**src/rtl/rfs_pkg.sv**
```systemverilog
package rfs_pkg;
   typedef enum logic [1:0] {
      PRIO_NONE  = 2'd0,
      PRIO_OPP   = 2'd1,
      PRIO_HIGH  = 2'd2,
      PRIO_PANIC = 2'd3
   } rfs_prio_e;
endpackage

```
**src/rtl/rfs_interval_tick.sv**
```systemverilog
module rfs_interval_tick #(
   parameter int PERIOD_W = 16,
   parameter bit DBL_EN   = 1'b1
) (
   input  logic                clk,
   input  logic                rst_n,
   input  logic [PERIOD_W-1:0] period,
   input  logic                dbl,
   output logic                tick
);
   logic [PERIOD_W-1:0] cnt;
   logic [PERIOD_W-1:0] limit;

   initial assert (PERIOD_W >= 2) else $fatal(1, "PERIOD_W too small");

   generate
      if (DBL_EN) begin : g_dbl
         assign limit = dbl ? (period >> 1) : period;
      end else begin : g_nodbl
         logic unused_dbl;
         assign unused_dbl = dbl;
         assign limit = period;
      end
   endgenerate

   assign tick = ({1'b0, cnt} + 1'b1) >= {1'b0, limit};

   always_ff @(posedge clk or negedge rst_n) begin
      if (!rst_n)    cnt <= '0;
      else if (tick) cnt <= '0;
      else           cnt <= cnt + 1'b1;
   end

   // an expiry restarts the count, so two expiries in a row need a period of 0 or 1
   assert_tick_spacing_R2: assert property (@(posedge clk) disable iff (!rst_n)
      (tick && limit > 1 && $stable(limit)) |=> (!tick || limit <= 1));
endmodule

```
**src/rtl/rfs_owed_ctr.sv**
```systemverilog
module rfs_owed_ctr #(
   parameter int OWED_W = 4
) (
   input  logic              clk,
   input  logic              rst_n,
   input  logic              tick,
   input  logic              take,
   output logic [OWED_W-1:0] owed
);
   localparam logic [OWED_W-1:0] OWED_MAX = {OWED_W{1'b1}};

   logic [OWED_W-1:0] owed_nx;

   initial assert (OWED_W >= 2) else $fatal(1, "OWED_W too small");

   always_comb begin
      owed_nx = owed;
      unique case ({tick, take})
         2'b10:   if (owed != OWED_MAX) owed_nx = owed + 1'b1;
         2'b01:   if (owed != '0)       owed_nx = owed - 1'b1;
         default: owed_nx = owed;
      endcase
   end

   always_ff @(posedge clk or negedge rst_n) begin
      if (!rst_n) owed <= '0;
      else        owed <= owed_nx;
   end

   // the owed count moves by at most one per cycle
   assert_owed_step_R2: assert property (@(posedge clk) disable iff (!rst_n)
      1'b1 |=> (owed == $past(owed) || owed == $past(owed) + 1'b1 || owed + 1'b1 == $past(owed)));
   // a full count stays full unless a refresh is taken
   assert_owed_sat_R11: assert property (@(posedge clk) disable iff (!rst_n)
      (owed == OWED_MAX && !take) |=> owed == OWED_MAX);
endmodule

```
**src/rtl/rfs_down_timer.sv**
```systemverilog
module rfs_down_timer #(
   parameter int W = 9
) (
   input  logic         clk,
   input  logic         rst_n,
   input  logic         load,
   input  logic [W-1:0] load_val,
   output logic         busy
);
   logic [W-1:0] cnt;

   initial assert (W >= 1) else $fatal(1, "W too small");

   always_ff @(posedge clk or negedge rst_n) begin
      if (!rst_n)          cnt <= '0;
      else if (load)       cnt <= load_val;
      else if (cnt != '0)  cnt <= cnt - 1'b1;
   end

   assign busy = (cnt != '0);

   // a non-zero load opens the hold-off window on the next cycle
   assert_load_opens_R9: assert property (@(posedge clk) disable iff (!rst_n)
      (load && load_val != '0) |=> busy);
   // without a reload the window shrinks by exactly one each cycle
   assert_count_down_R9: assert property (@(posedge clk) disable iff (!rst_n)
      (busy && !load) |=> (cnt + 1'b1 == $past(cnt)));
endmodule

```
**src/rtl/rfs_gap_timer.sv**
```systemverilog
module rfs_gap_timer #(
   parameter int UNIT_LOG2 = 10,
   parameter int GAP_W     = 7
) (
   input  logic             clk,
   input  logic             rst_n,
   input  logic             restart,
   input  logic [GAP_W-1:0] limit,
   output logic             expired
);
   logic [UNIT_LOG2-1:0] pre;
   logic [GAP_W-1:0]     units;

   initial assert (UNIT_LOG2 >= 1 && GAP_W >= 1) else $fatal(1, "bad gap timer widths");

   always_ff @(posedge clk or negedge rst_n) begin
      if (!rst_n) begin
         pre   <= '0;
         units <= '0;
      end else if (restart) begin
         pre   <= '0;
         units <= '0;
      end else begin
         pre <= pre + 1'b1;
         if (&pre && units != {GAP_W{1'b1}}) units <= units + 1'b1;
      end
   end

   assign expired = (units >= limit);

   // a restart clears the limit unless the limit itself is zero
   assert_restart_clears_R10: assert property (@(posedge clk) disable iff (!rst_n)
      restart |=> (!expired || limit == '0));
endmodule

```
**src/rtl/refresh_sched.sv**
```systemverilog
module refresh_sched
   import rfs_pkg::*;
#(
   parameter int PERIOD_W  = 16,
   parameter int WM_W      = 4,
   parameter int OWED_W    = 4,
   parameter int IDLE_W    = 8,
   parameter int EXEC_W    = 9,
   parameter int GAP_W     = 7,
   parameter int UNIT_LOG2 = 10,
   parameter bit DBL_EN    = 1'b1
) (
   input  logic                clk,
   input  logic                rst_n,
   input  logic [PERIOD_W-1:0] cfg_interval,
   input  logic [WM_W-1:0]     cfg_hi_wm,
   input  logic [WM_W-1:0]     cfg_panic_wm,
   input  logic [IDLE_W-1:0]   cfg_idle_thr,
   input  logic [EXEC_W-1:0]   cfg_exec_time,
   input  logic [1:0]          cfg_dbl_mode,
   input  logic [GAP_W-1:0]    cfg_max_gap,
   input  logic                rank_idle,
   input  logic                temp_hot,
   input  logic                refresh_grant,
   output logic                refresh_req,
   output logic [1:0]          req_prio,
   output logic                block_act
);
   initial assert (OWED_W >= WM_W) else $fatal(1, "owed count narrower than watermarks");

   logic              dbl, tick, take, gap_exp, idle_ok;
   logic [OWED_W-1:0] owed;
   logic [IDLE_W-1:0] idle_cnt;
   rfs_prio_e         prio;

   assign dbl  = (cfg_dbl_mode == 2'b01) || ((cfg_dbl_mode != 2'b10) && temp_hot);
   assign take = refresh_grant && refresh_req;

   rfs_interval_tick #(.PERIOD_W(PERIOD_W), .DBL_EN(DBL_EN)) u_tick (
      .clk(clk), .rst_n(rst_n), .period(cfg_interval), .dbl(dbl), .tick(tick));

   rfs_owed_ctr #(.OWED_W(OWED_W)) u_owed (
      .clk(clk), .rst_n(rst_n), .tick(tick), .take(take), .owed(owed));

   rfs_down_timer #(.W(EXEC_W)) u_exec (
      .clk(clk), .rst_n(rst_n), .load(take), .load_val(cfg_exec_time), .busy(block_act));

   rfs_gap_timer #(.UNIT_LOG2(UNIT_LOG2), .GAP_W(GAP_W)) u_gap (
      .clk(clk), .rst_n(rst_n), .restart(take), .limit(cfg_max_gap), .expired(gap_exp));

   always_ff @(posedge clk or negedge rst_n) begin
      if (!rst_n)                      idle_cnt <= '0;
      else if (!rank_idle)             idle_cnt <= '0;
      else if (idle_cnt != '1)         idle_cnt <= idle_cnt + 1'b1;
   end

   assign idle_ok = (idle_cnt >= cfg_idle_thr);

   always_comb begin
      prio = PRIO_NONE;
      if (owed != '0 && !block_act) begin
         if (owed >= OWED_W'(cfg_panic_wm) || gap_exp) prio = PRIO_PANIC;
         else if (owed >= OWED_W'(cfg_hi_wm))          prio = PRIO_HIGH;
         else if (idle_ok)                             prio = PRIO_OPP;
      end
   end

   assign req_prio    = prio;
   assign refresh_req = (prio != PRIO_NONE);

   // nothing is requested inside the execution window
   assert_no_req_blocked_R9: assert property (@(posedge clk) disable iff (!rst_n)
      block_act |-> !refresh_req);
   // an empty owed count never asks for a refresh
   assert_none_when_clear_R7: assert property (@(posedge clk) disable iff (!rst_n)
      (owed == '0) |-> (req_prio == PRIO_NONE));
   // a taken refresh starts the window when the execution time is non-zero
   assert_take_blocks_R8: assert property (@(posedge clk) disable iff (!rst_n)
      (take && cfg_exec_time != '0) |=> block_act);
endmodule

```
**config.mk**
```make
export PLATFORM = sky130hd
export DESIGN_NAME = refresh_sched
export DESIGN_NICKNAME = d
export VERILOG_FILES = /design/src/rtl/rfs_pkg.sv /design/src/rtl/rfs_interval_tick.sv /design/src/rtl/rfs_owed_ctr.sv /design/src/rtl/rfs_down_timer.sv /design/src/rtl/rfs_gap_timer.sv /design/src/rtl/refresh_sched.sv
export SDC_FILE = /design/constraint.sdc
export NUM_CORES = 1
export LEC_CHECK = 0
export ABC_CLOCK_PERIOD_IN_PS = 9640
export BUFFER_PORTS_ARGS = -buffer_cell sky130_fd_sc_hd__buf_2
export CAP_MARGIN = 20
export CORE_ASPECT_RATIO = 1.5
export CORE_MARGIN = 2
export CORE_UTILIZATION = 55
export DETAILED_ROUTE_END_ITERATION = 10
export PLACE_DENSITY = 0.85
export SLEW_MARGIN = 20
export SYNTH_ARGS = -nofsm -noshare
export SYNTH_HDL_FRONTEND = slang
export SYNTH_SLANG_ARGS = --single-unit
```
**constraint.sdc**
```tcl
create_clock -name clk -period 9.64 [get_ports clk]
set_clock_uncertainty 0.2 [all_clocks]
set_input_delay 1.446 -clock clk [delete_from_list [all_inputs] [get_ports clk]]
set_output_delay 1.446 -clock clk [all_outputs]
set_load 0.02 [all_outputs]
```
==> results of run 1 <==
==> cell usage after synthesis (all sizes together), types with 4 or more instances <==
cell type  instances  area, µm²
and2               6       40.0
clkbuf             6       22.5
inv               35        131
nand2             30        113
nand3             21        118
ha                46        576
a21oi             12       60.1
xor2              18        158
nand2b             5       31.3
buf                4       25.0
nand4             10       62.6
xnor2             21        191
nor2              48        180
mux2i             15        150
and3              17        106
nor3               7       35.0
dfrtp             54       1350
o21ai             18       90.1
nor2b              4       25.0
==> kinds of logic after synthesis <==
group,after synthesis,share of synthesized area
compound gates,56,0.103
xor+xnor,39,0.0905
fa+ha+maj,48,0.157
buf+inv,45,0.0464
flops,54,0.350
mux,16,0.0418
simple gates,160,0.211
==> final timing paths <==
path | startpoint | end | depth (start not counted)
max | cfg_dbl_mode[1] | u_owed.owed[3] | 17
min | u_gap.pre[0] | u_gap.pre[0] | 1
max reg2reg | u_tick.cnt[2] | u_owed.owed[3] | 18
min reg2reg | u_gap.pre[0] | u_gap.pre[0] | 1
max in group asynchronous | rst_n | u_owed.owed[2] | 2
min in group asynchronous | rst_n | idle_cnt[4] | 2
==> state kept, by name, indices dropped and copies added, names as in the netlist <==
| name | cells |
|---|---|
| u_owed.owed | 4 |
| u_exec.cnt | 9 |
| u_gap.pre | 10 |
| u_tick.cnt | 16 |
| idle_cnt | 8 |
| u_gap.units | 7 |
==> worst max-delay path, stage by stage <==
cell and delay, ns:
buf_2 0.09, inv_1 0.04, maj3_1 0.71, mux2i_1 0.29
ha_1 0.27, a211oi_1 0.23, nor2_1 0.08, a211o_1 0.30
a2111oi_4 0.76, nand3_1 0.31, inv_1 0.16, ha_1 0.24
a21o_1 0.16, a21oi_1 0.29, nand4_1 0.15, a21boi_0 0.17
o22ai_1 0.16
==> final cells by class <==
class,count,share of cell area
timing repair buffer,61,0.0727
tap,78,0.0227
clock buffer,6,0.0169
sequential,54,0.314
clock inverter,1,0.00175
multi-input combinational,319,0.541
inverter,35,0.0305
==> report_power, final <==
group          total (µW)  switching, µW  internal [µW]  leakage [µW]
registers             261           18.8            242      0.000650
clock network         121           71.1           50.0     0.0000373
logic                 130           66.6           63.2       0.00140
total                 511            156            355       0.00209
==> stage by stage <==
stage / utilization / hold slack (ns) / setup slack (ns) / instance area [µm²] / std cells
after CTS: 0.628 / 0.300 / 3.84 / 4300 / 554
after floorplan: - / 0.255 / 4.15 / 3860 / 418
after detailed placement: 0.616 / 0.292 / 3.54 / 4220 / 547
final: 0.628 / 0.297 / 3.79 / 4300 / 554
after global routing: 0.628 / 0.325 / 3.44 / 4300 / 554
after global placement: 0.616 / 0.268 / 3.79 / 4220 / 547
==> metal layers <==
| metal | track usage | wire [µm] |
|---|---|---|
| met4 | 0.0661 | 103 |
| met1 | 0.246 | 3100 |
| met2 | 0.419 | 4180 |
| met3 | 0.0282 | 305 |
| met5 | 0 | 0 |
==> results.toml, run 1 <==
[timing]
setup_viol = 0
period_share = 0.606
tns_ns = 0
worstMarginPinSlew_ns = 0.842
fmax_mhz = 171
rsz0062_at_grt = "false"
finalHoldViolations = 0
slew_headroom = 0.439
min_period_ns = 5.85
slew_viol_final = 0

[routing]
num_vias = 3123
wirelength_mm = 7.69
dr.first_iter.drc_count = 168
avgViaCountPerCell = 5.64
route.detailed.drc = 0
firstDrtPassIters = 4
drtAntennaViolNets = 0
post_drt_wl_per_cell_um = 13.9

[final_layout]
multi_input_area_mm2 = 0.00233
syn_to_final_growth_pct = 11.5
drive_gt1_frac = 0.162
n_fill_cell = 572
final_cell_mix = "buf_2, dfrtp_1, nor2_1"
diodes = 0
layout.nets = 578
final_common_cell = "buf_2"
regArea_mm2 = 0.00135

[setup_path]
end_kind = "register"
critPathMaxFanout = 16
cp.arrival_ns = 5.87
crit_type = "in2reg"
required_ns = 9.66
worst-r2r-setup-slack_ns = 4.85
start_kind = "input pin"

[logic_synthesis]
synth_nets = 520
yosys_register_bits = 54
dominantRegCellSynth = "dfrtp_1"
avgSynthCellArea_um2 = 9.23
synth_edf_count = 0
synth_seq_area_share = 0.350
synth_warnings = 0
syn-cell-area_mm2 = 0.00386
syn_inst = 418
synth_cell_types = 55
postSynth.asyncResetShare = 1.00

[clocking]
cts_buffer_depth = 2
post_cts_buffers = 0
cts_buffers = 5
cts-htree-levels = 2
cts_sinks = 54
clock_latency_ns = 0.30
cts_resized = 0
cts_root_buf = "clkbuf_8"
cts_tree = "done"
clk_pin_slew_ns = 0.09
cts_hold_buf = 0

[floorplan]
initial_core_util = 0.563
core_area_mm2 = 0.00685
rows = 37
io-pin-count = 59
die_area_mm2 = 0.00771
fp.dieW_um = 72.4
die_h_um = 107

[power_and_ir_drop]
ir_worst_vdd_mv = 0.0822
power_uw = 511
p_per_area_mw_per_mm2 = 119
p_leak_uw = 0.00209

[hold_path]
worstHoldPathType = "reg2reg"

[global_routing]
grt_util_all_layers = 0.219
grt_antenna_before_repair = 0
grt_first_pass_wirelength_mm = 13.7
grt_max_degree = 55
grt_overflow = 0
grt_pass1_vias = 3212

[placed_design]
dp_hpwl_mm = 6.02
place.gp.congestion = 0.850
portBuffers = 58

[run_status]
status = "finished clean"

[flow_run]
drv_cap = 0
No activity file was read; power rests on OpenSTA's default activity.
==> run 2, diff against run 1 <==
ABC_CLOCK_PERIOD_IN_PS = 6020   (was 9640)
clock period = 6.02 ns   (was 9.64 ns; I/O delays follow)
==> run 2 against run 1 <==
  * Sequential power up 60%
  * First-iteration DRC count fell by 24%
  * Utilization increased by 0.33 points
  * Global-route usage grew 0.76 points
  * Cell count grew 0.36%
  * Largest cell class unchanged
==> results.toml, run 2 (synthesized netlist as in run 1, its figures left out) <==
[run_status]
status = "finished clean"

[clocking]
cts_buffers = 5
cts_sinks = 54
cts_root_buf = "clkbuf_8"
cts_resized = 0
cts_hold_buf = 0
clk_pin_slew_ns = 0.09
cts_buffer_depth = 2
post_cts_buffers = 0
clock_latency_ns = 0.32
cts-htree-levels = 2
cts_tree = "done"

[setup_path]
cp.arrival_ns = 5.02
cp_top_family = "compound AO/OA/AOI/OAI gates"
slowest_delay_ns = 0.71
end_kind = "register"
worstPathBufferInverterCount = 4
crit_type = "in2reg"
required_ns = 6.05
slowest_stage = "maj3_1"
start_kind = "input pin"
critPathMaxFanout = 16
path_cells = "buf_2, inv_1, maj3_1, mux2i_1, ha_1, a21oi_1, a21boi_0, o311a_1, a2111oi_4, buf_4, nand3_1, inv_1, ha_1, a21o_1, a21oi_1, nand4_1, a21boi_0, o22ai_1"

[floorplan]
initial_core_util = 0.563
die_area_mm2 = 0.00771
io-pin-count = 59
rows = 37
core_area_mm2 = 0.00685
die_h_um = 107
fp.dieW_um = 72.4

[power_and_ir_drop]
pwr-share-seq = 0.495
p_sw_frac = 0.305
ir_worst_vdd_mv = 0.175
p_leak_uw = 0.00210
comb_power_share = 0.250
internal_power_uw = 585
p_sw_uw = 257
p_per_area_mw_per_mm2 = 195
pwr-share-clk = 0.255

[routing]
num_vias = 3135
wirelength_mm = 7.94
drtAntennaViolNets = 0
dr.first_iter.drc_count = 127
firstDrtPassIters = 4
post_drt_wl_per_cell_um = 14.3
route.detailed.drc = 0
avgViaCountPerCell = 5.64

[timing]
fin_ws_ns = 1.03
slew_viol_final = 0
period_share = 0.828
worstMarginPinSlew_ns = 0.840
rsz0062_at_grt = "false"
finalHoldViolations = 0
min_period_ns = 4.99
setup_viol = 0
tns_ns = 0
fmax_mhz = 201
slew_headroom = 0.440

[global_routing]
grt_antenna_before_repair = 0
grt_max_degree = 55
grt_first_pass_wirelength_mm = 13.8
grt_util_all_layers = 0.227
grt_overflow = 0
grt_pass1_vias = 3292

[final_layout]
final_cell_mix = "buf_2, dfrtp_1, nor2_1"
largestRegisters = "u_tick.cnt: 16 flops, u_gap.pre: 10 flops, u_exec.cnt: 9 flops"
syn_to_final_growth_pct = 12.1
diodes = 0
final_common_cell = "buf_2"
n_fill_cell = 565
layout.nets = 579
drive_gt1_frac = 0.165
largest_reg_flops = 16
regMostFlops = "u_tick.cnt"

[placed_design]
portBuffers = 58
place.gp.congestion = 0.845
pre_cts_ws_ns = 0.757
dp_hpwl_mm = 6.33

[hold_path]
worstHoldPathType = "reg2reg"

[flow_run]
drv_cap = 0
-- run 2: worst paths after layout --
check	from	endpoint	slack [ns]	depth (start not counted)
worst max register to register	u_tick.cnt[2]	u_owed.owed[3]	1.52	19
worst min-delay path	u_gap.pre[0]	u_gap.pre[0]	0.28	1
worst max-delay path	cfg_dbl_mode[1]	u_owed.owed[3]	1.03	18
worst min register to register	u_gap.pre[0]	u_gap.pre[0]	0.28	1
max in group asynchronous	rst_n	u_tick.cnt[3]	4.68	2
min in group asynchronous	rst_n	idle_cnt[3]	0.50	2
-- run 2: cell type report --
class	instances	area (µm²)	area share
clock inverters	1	8.76	0.00203
clock buffers	7	86.3	0.0200
inverters	35	131	0.0304
flip-flops and latches	54	1350	0.313
repair buffers	62	320	0.0741
multi-input cells	319	2330	0.538
well taps	78	97.6	0.0226
-- run 2: metrics by stage --
step           utilization  total power, µW  std cells  area [µm²]  hold WS [ns]
2_1_floorplan            -              564        418        3860         0.255
3_3_place_gp         0.617              618        548        4230         0.269
3_5_place_dp         0.617              636        548        4230         0.274
4_1_cts              0.631              850        556        4320         0.287
5_1_grt              0.631              892        556        4320         0.324
6_report             0.631              842        556        4320         0.283
-- run 2: worst reg2reg max path, delay by kind of cell, from the launching register on --
family | cells | cell delay [ns]
XOR/XNOR | 1 | 0.21
AND/OR/NAND/NOR | 8 | 1.48
buffers and inverters | 2 | 0.38
AO/OA/AOI/OAI | 6 | 1.22
adder cells (fa/ha/maj) | 2 | 0.50
flip-flops | 1 | 0.43
-- run 2: power groups by stage --
stage / logic, µW / clock network [µW] / registers, µW
finish: 210 / 215 / 417
CTS: 213 / 220 / 417
floorplan: 147 / 0 / 417
detailed placement: 212 / 0 / 424
global route: 239 / 233 / 420
global placement: 196 / 0 / 422
-- run 2: routing by layer --
| metal | global-route usage | vias to the layer above | share of wire |
|---|---|---|---|
| li1 | - | 1567 | - |
| met1 | 0.234 | 1482 | 0.39 |
| met2 | 0.442 | 73 | 0.55 |
| met3 | 0.0329 | 13 | 0.040 |
| met4 | 0.0913 | 0 | 0.020 |
| met5 | 0 | - | 0 |
